`src/rtl/tone_pkg.sv`:
```
package tone_pkg;

   // Internal realization of the modular phase generator.
   typedef enum logic {
      TONE_ACCUM     = 1'b0,   // add STEP each clock, wrap at MODULUS
      TONE_COUNTDOWN = 1'b1    // step-by-one down counter, phase rebuilt
   } tone_form_e;

endpackage

```
`src/rtl/tone_phase_accum.sv`:
```
module tone_phase_accum #(
   parameter int MODULUS = 500000,
   parameter int STEP    = 3,
   parameter int PW      = $clog2(MODULUS)
) (
   input  logic          clk,
   input  logic          rst,
   input  logic          en,
   output logic [PW-1:0] phase_o
);

   localparam logic [PW:0] MOD_V  = (PW+1)'(MODULUS);
   localparam logic [PW:0] STEP_V = (PW+1)'(STEP);
   localparam logic [PW:0] LIMIT  = (PW+1)'(MODULUS - STEP);

   logic [PW-1:0] phase_q;
   logic [PW:0]   sum;
   logic [PW:0]   nxt;

   always_comb begin
      sum = {1'b0, phase_q} + STEP_V;
      if (sum >= MOD_V) nxt = sum - MOD_V;
      else              nxt = sum;
   end

   always_ff @(posedge clk) begin
      if (rst)     phase_q <= '0;
      else if (en) phase_q <= nxt[PW-1:0];
   end

   assign phase_o = phase_q;

   p_below_modulus_r3: assert property (@(posedge clk) disable iff (rst)
      {1'b0, phase_q} < MOD_V);

   p_advance_r2: assert property (@(posedge clk) disable iff (rst)
      (en && ({1'b0, phase_q} < LIMIT)) |=>
         ({1'b0, phase_q} == $past({1'b0, phase_q}) + STEP_V));

   p_hold_r4: assert property (@(posedge clk) disable iff (rst)
      !en |=> $stable(phase_q));

endmodule

```
`src/rtl/tone_phase_countdown.sv`:
```
module tone_phase_countdown #(
   parameter int MODULUS = 500000,
   parameter int STEP    = 3,
   parameter int PW      = $clog2(MODULUS)
) (
   input  logic          clk,
   input  logic          rst,
   input  logic          en,
   output logic [PW-1:0] phase_o
);

   localparam int          TW     = PW + $clog2(STEP + 1);
   localparam logic [PW-1:0] TOP  = PW'(MODULUS - 1);
   localparam logic [TW-1:0] MOD_T = TW'(MODULUS);
   localparam logic [TW-1:0] STEP_T = TW'(STEP);

   logic [PW-1:0] cnt_q;
   logic [PW-1:0] ord;     // step-by-one table address, counting up
   logic [TW-1:0] scaled;
   logic [TW-1:0] folded;

   always_ff @(posedge clk) begin
      if (rst)                cnt_q <= TOP;
      else if (en) begin
         if (cnt_q == '0)     cnt_q <= TOP;
         else                 cnt_q <= cnt_q - 1'b1;
      end
   end

   // Rebuild the accumulator phase: (STEP * ord) mod MODULUS.
   // STEP*ord < STEP*MODULUS, so at most STEP-1 subtractions are needed;
   // the largest fitting multiple is selected by a comparison chain.
   always_comb begin
      ord    = TOP - cnt_q;
      scaled = TW'(ord) * STEP_T;
      folded = scaled;
      for (int k = 1; k < STEP; k++) begin
         if (scaled >= TW'(k) * MOD_T) folded = scaled - TW'(k) * MOD_T;
      end
   end

   assign phase_o = folded[PW-1:0];

   p_reload_r8: assert property (@(posedge clk) disable iff (rst)
      (en && cnt_q == '0) |=> (cnt_q == TOP));

   p_count_down_r8: assert property (@(posedge clk) disable iff (rst)
      (en && cnt_q != '0) |=> (cnt_q == $past(cnt_q) - 1'b1));

   p_fold_range_r3: assert property (@(posedge clk) disable iff (rst)
      folded < MOD_T);

endmodule

```
`src/rtl/tone_wrap_detect.sv`:
```
module tone_wrap_detect #(
   parameter int MODULUS = 500000,
   parameter int STEP    = 3,
   parameter int PW      = $clog2(MODULUS)
) (
   input  logic          clk,
   input  logic          rst,
   input  logic          en,
   input  logic [PW-1:0] phase_i,
   output logic          wrap_o
);

   localparam logic [PW-1:0] EDGE = PW'(MODULUS - STEP);
   localparam logic [PW-1:0] STEP_P = PW'(STEP);

   logic wrap_q;

   always_ff @(posedge clk) begin
      if (rst) wrap_q <= 1'b0;
      else     wrap_q <= en && (phase_i >= EDGE);
   end

   assign wrap_o = wrap_q;

   p_single_pulse_r5: assert property (@(posedge clk) disable iff (rst)
      wrap_q |=> !wrap_q);

   p_pulse_after_rollover_r5: assert property (@(posedge clk) disable iff (rst)
      wrap_q |-> (phase_i < STEP_P));

endmodule

```
`src/rtl/tone_coarse_index.sv`:
```
module tone_coarse_index #(
   parameter int MODULUS = 500000,
   parameter int PW      = $clog2(MODULUS),
   parameter int IDX_W   = 8
) (
   input  logic [PW-1:0]    phase_i,
   output logic [IDX_W-1:0] idx_o
);

   localparam int            XW    = PW + IDX_W + 1;
   localparam logic [XW-1:0] MOD_X = XW'(MODULUS);

   logic [XW-1:0]    lhs;
   logic [IDX_W-1:0] acc;
   logic [IDX_W-1:0] cand;

   // Successive approximation of floor(phase * 2^IDX_W / MODULUS):
   // a bit is kept when phase * 2^IDX_W >= candidate * MODULUS.
   always_comb begin
      lhs = XW'(phase_i) << IDX_W;
      acc = '0;
      for (int b = IDX_W - 1; b >= 0; b--) begin
         cand = acc | (IDX_W'(1) << b);
         if (lhs >= XW'(cand) * MOD_X) acc = cand;
      end
   end

   assign idx_o = acc;

endmodule

```
`src/rtl/exact_tone_synth.sv`:
```
module exact_tone_synth
   import tone_pkg::*;
#(
   parameter int         MODULUS = 500000,
   parameter int         STEP    = 3,
   parameter int         IDX_W   = 8,
   parameter tone_form_e FORM    = TONE_ACCUM,
   parameter int         PW      = $clog2(MODULUS)
) (
   input  logic             clk,
   input  logic             rst,
   input  logic             en,
   output logic [PW-1:0]    phase_o,
   output logic             square_o,
   output logic             wrap_o,
   output logic [IDX_W-1:0] sine_idx_o
);

   localparam logic [PW-1:0] HALF = PW'(MODULUS / 2);

   // Elaboration-time parameter checks.
   if (MODULUS < 4) begin : g_bad_modulus
      $error("exact_tone_synth: MODULUS must be at least 4");
   end
   if (STEP < 1 || 2 * STEP > MODULUS) begin : g_bad_step
      $error("exact_tone_synth: STEP must lie in 1..MODULUS/2");
   end
   if (STEP > 16) begin : g_big_step
      $error("exact_tone_synth: STEP above 16 makes the fold chain too deep");
   end
   if (IDX_W < 1 || IDX_W > 16) begin : g_bad_idx
      $error("exact_tone_synth: IDX_W must lie in 1..16");
   end
   if ((1 << PW) < MODULUS) begin : g_bad_pw
      $error("exact_tone_synth: PW too narrow for MODULUS");
   end

   logic [PW-1:0] phase;

   if (FORM == TONE_COUNTDOWN) begin : g_countdown
      tone_phase_countdown #(
         .MODULUS (MODULUS),
         .STEP    (STEP),
         .PW      (PW)
      ) u_phase (
         .clk     (clk),
         .rst     (rst),
         .en      (en),
         .phase_o (phase)
      );
   end else begin : g_accum
      tone_phase_accum #(
         .MODULUS (MODULUS),
         .STEP    (STEP),
         .PW      (PW)
      ) u_phase (
         .clk     (clk),
         .rst     (rst),
         .en      (en),
         .phase_o (phase)
      );
   end

   tone_wrap_detect #(
      .MODULUS (MODULUS),
      .STEP    (STEP),
      .PW      (PW)
   ) u_wrap (
      .clk     (clk),
      .rst     (rst),
      .en      (en),
      .phase_i (phase),
      .wrap_o  (wrap_o)
   );

   tone_coarse_index #(
      .MODULUS (MODULUS),
      .PW      (PW),
      .IDX_W   (IDX_W)
   ) u_index (
      .phase_i (phase),
      .idx_o   (sine_idx_o)
   );

   assign phase_o  = phase;
   assign square_o = (phase >= HALF);

   p_square_tracks_index_r6: assert property (@(posedge clk) disable iff (rst)
      (sine_idx_o >= IDX_W'(1 << (IDX_W - 1))) |-> square_o);

   p_reset_state_r1: assert property (@(posedge clk)
      rst |=> (phase_o == '0 && !wrap_o));

endmodule

```
`config.mk`:
```
export PLATFORM = sky130hd
export DESIGN_NAME = exact_tone_synth
export DESIGN_NICKNAME = d
export VERILOG_FILES = /design/src/rtl/tone_pkg.sv /design/src/rtl/tone_phase_accum.sv /design/src/rtl/tone_phase_countdown.sv /design/src/rtl/tone_wrap_detect.sv /design/src/rtl/tone_coarse_index.sv /design/src/rtl/exact_tone_synth.sv
export SDC_FILE = /design/constraint.sdc
export NUM_CORES = 1
export LEC_CHECK = 0
export BUFFER_PORTS_ARGS = -buffer_cell sky130_fd_sc_hd__buf_2
export CAP_MARGIN = 20
export CORE_MARGIN = 1.5
export CORE_UTILIZATION = 40
export CTS_CLUSTER_SIZE = 20
export DETAILED_ROUTE_END_ITERATION = 8
export GPL_TIMING_DRIVEN = 0
export SETUP_SLACK_MARGIN = 0.02
export SYNTH_ARGS = -nofsm -noshare
export SYNTH_HDL_FRONTEND = slang
export SYNTH_SLANG_ARGS = --single-unit
export TNS_END_PERCENT = 1
```
`constraint.sdc`:
```
create_clock -name clk -period 49.7 [get_ports clk]
set_clock_uncertainty 0.15 [all_clocks]
set_input_delay 9.94 -clock clk [delete_from_list [all_inputs] [get_ports clk]]
set_output_delay 9.94 -clock clk [all_outputs]
set_load 0.02 [all_outputs]
```
==> results.yml <==
run_status:
  status: "finished clean"
timing:
  rsz0062_at_grt: "no"
  fin_crit_sh: 0.8473
  worst_pin_slew_ns: 1.056
  final-max-slew-violation-count: 0
  period_needed_ns: 42.11
  finalSetupTns_ns: 0
  fmax_mhz: 23.75
  fin_ws_ns: 7.589
  finalHoldViolCount: 0
  setup_viol: 0
  relSlewSlack: 0.2958
  whs_ns: 0.5467
global_routing:
  antenna_found_initial: 0
  grt_pass1_vias: 6559
  top_usage_layer: "met2"
  grt_util_met2: 0.3474
  grt_pass1_wl_um: 35330
  gr-total-overflow: 0
  grt_max_degree: 19
  met3_usage: 0.01283
  grtUsageMet1: 0.3203
  grtUsageTotal: 0.2149
pwr:
  power.density_nw_per_um2: 5.014
  ir_drop_uv: 9.941
  p_total_uw: 43.46
  leakage_nw: 4.596
finish:
  instances_no_fill: 1272
  drive_above_1_share: 0.08242
  layout_commonest_cell: "ha_1"
  final_core_util: 0.4425
  layout.nets: 1273
  fillers: 1986
  diodes: 0
  syn_to_final_growth_pct: 7.778
  finish.instance_area_sq_um: 8668
  layout_common_cells: "239 x ha_1, 91 x inv_1, 62 x a21oi_1"
critical_path:
  critical-path-max-stage-delay_ns: 0.84
  path_class: "reg -> out"
  reg2reg_depth: 14
  endpoint_kind: "output port"
  arrival_ns: 32.02
  cp_max_fo: 18
  cp_slowest_cell: "a21oi_1"
  cpMostUsedCell: "ha_1"
  cp_data_required_time_ns: 39.61
  critPathLaunchType: "register"
  r2r_setup_slack_ns: 45.93
routing:
  wirelength_um: 21990
  route.vias.total: 7078
  dr.pass1.iters: 5
  ant_nets: 0
  drtIter0Drc: 337
  drcViolationCount: 0
  wl_per_cell_um: 17.29
  viasPerCell: 5.564
placement:
  place_area_sq_um: 8572
  dp_worst_setup_slack_ns: 7.472
  portBuffers: 31
  dp_cells: 1267
  hpwl_um: 17370
  gp_congestion: 0.8699
synthesis:
  syn_area_sq_um: 8043
  synth_async_sr_flop_share: 0
  synth_nets: 1233
  syn_avg_cell_area_sq_um: 8.309
  ys_ff_latch: 20
  synth.yosys.seq_area_share: 0.04978
  synth_edf_count: 0
  yosysWarnings: 0
  ys.flop_type: "dfxtp_1"
  yosys.cell_types.count: 76
  syn_inst: 968
die:
  die_w_um: 144.8
  dieArea_sq_um: 20970
  rows: 51
  chipHeight_um: 144.8
  core_sq_um: 19590
  io_pins: 32
  start_util: 0.4106
cts:
  h-tree-depth: 1
  clk_pin_slew_ns: 0.06
  cts_buffers: 3
  cts_tree: "yes"
  cts_resized: 0
  clock_tree.root_cell: "clkbuf_16"
  hold_buffers: 0
  cts.sinks: 20
  cts.path.max_buffers: 2
  post_cts_buffers: 0
  worstSkewPairLatency_ns: 0.26
flow_run:
  timing.max_cap.violations: 0
min_path:
  min_path_cells: 3
  hold_path.class: "reg -> reg"
==> final timing paths <==
kind | startpoint | to
worst min-delay path | g_accum.u_phase.phase_o[0] | g_accum.u_phase.phase_o[0]
worst max register to register | g_accum.u_phase.phase_o[1] | g_accum.u_phase.phase_o[13]
worst max-delay path | g_accum.u_phase.phase_o[11] | sine_idx_o[0]
worst min register to register | g_accum.u_phase.phase_o[0] | g_accum.u_phase.phase_o[0]
==> sequential cells by signal, indices dropped and copies added (netlist names) <==
| register | count |
|---|---|
| u_wrap.wrap_o | 1 |
| g_accum.u_phase.phase_o | 19 |
==> routing by layer <==
layer | part of all wire | vias to the layer above
met1 | 0.51 | 3293
li1 | - | 3596
met3 | 0.040 | 19
met4 | 0.013 | 0
met2 | 0.43 | 170
met5 | 0 | -
==> power by group <==
group	switching (mW)	internal, mW
sequential	0.000875	0.0163
combinational	0.00427	0.00273
clock	0.00693	0.0123
total	0.0121	0.0314
==> logic make-up (layout without fill, tap and decap cells) <==
family,count (synthesis),count (layout),share of synthesized area
flip-flops,20,20,0.04978
AND/OR/NAND/NOR,246,246,0.1604
XOR/XNOR,77,77,0.08385
adder cells (fa/ha/maj),262,262,0.4291
buffers and inverters,119,158,0.06300
multiplexers,16,16,0.02147
AO/OA/AOI/OAI,228,228,0.1924
==> worst max-delay path, delay by kind of cell, from the launching register on <==
family,cells,cell delay [ns]
compound gates,38,10.63
xor+xnor,8,1.19
fa+ha+maj,33,11.03
buf+inv,15,4.39
flops,1,0.50
simple gates,22,3.95
==> cell type report <==
type,count,area [sq um],area share
Buffer,28,165.2,0.01905
Clock buffer,4,88.84,0.01025
Inverter,91,341.6,0.03941
Multi-Input combinational cell,829,7143,0.8240
Sequential cell,20,400.4,0.04619
Tap cell,265,331.6,0.03825
Timing Repair Buffer,35,197.7,0.02281
==> synth_stat cells, drive strengths merged (8+ instances only) <==
library cell	number	area (sq um)
nor2b	19	118.9
a21oi	64	335.3
nand4	23	158.9
xnor2	46	402.9
nand3	22	110.1
clkbuf	12	45.04
mux2i	9	93.84
o21bai	8	60.06
dfxtp	20	400.4
fa	23	460.4
buf	16	120.1
o21a	8	60.06
nand2	53	198.9
o21ai	39	198.9
and2	9	56.30
inv	91	341.6
nor2	59	221.5
a21o	34	255.2
a211oi	11	82.58
ha	239	2990
nor3	18	90.09
xor2	31	271.5
(Power assumes the default switching activity.)
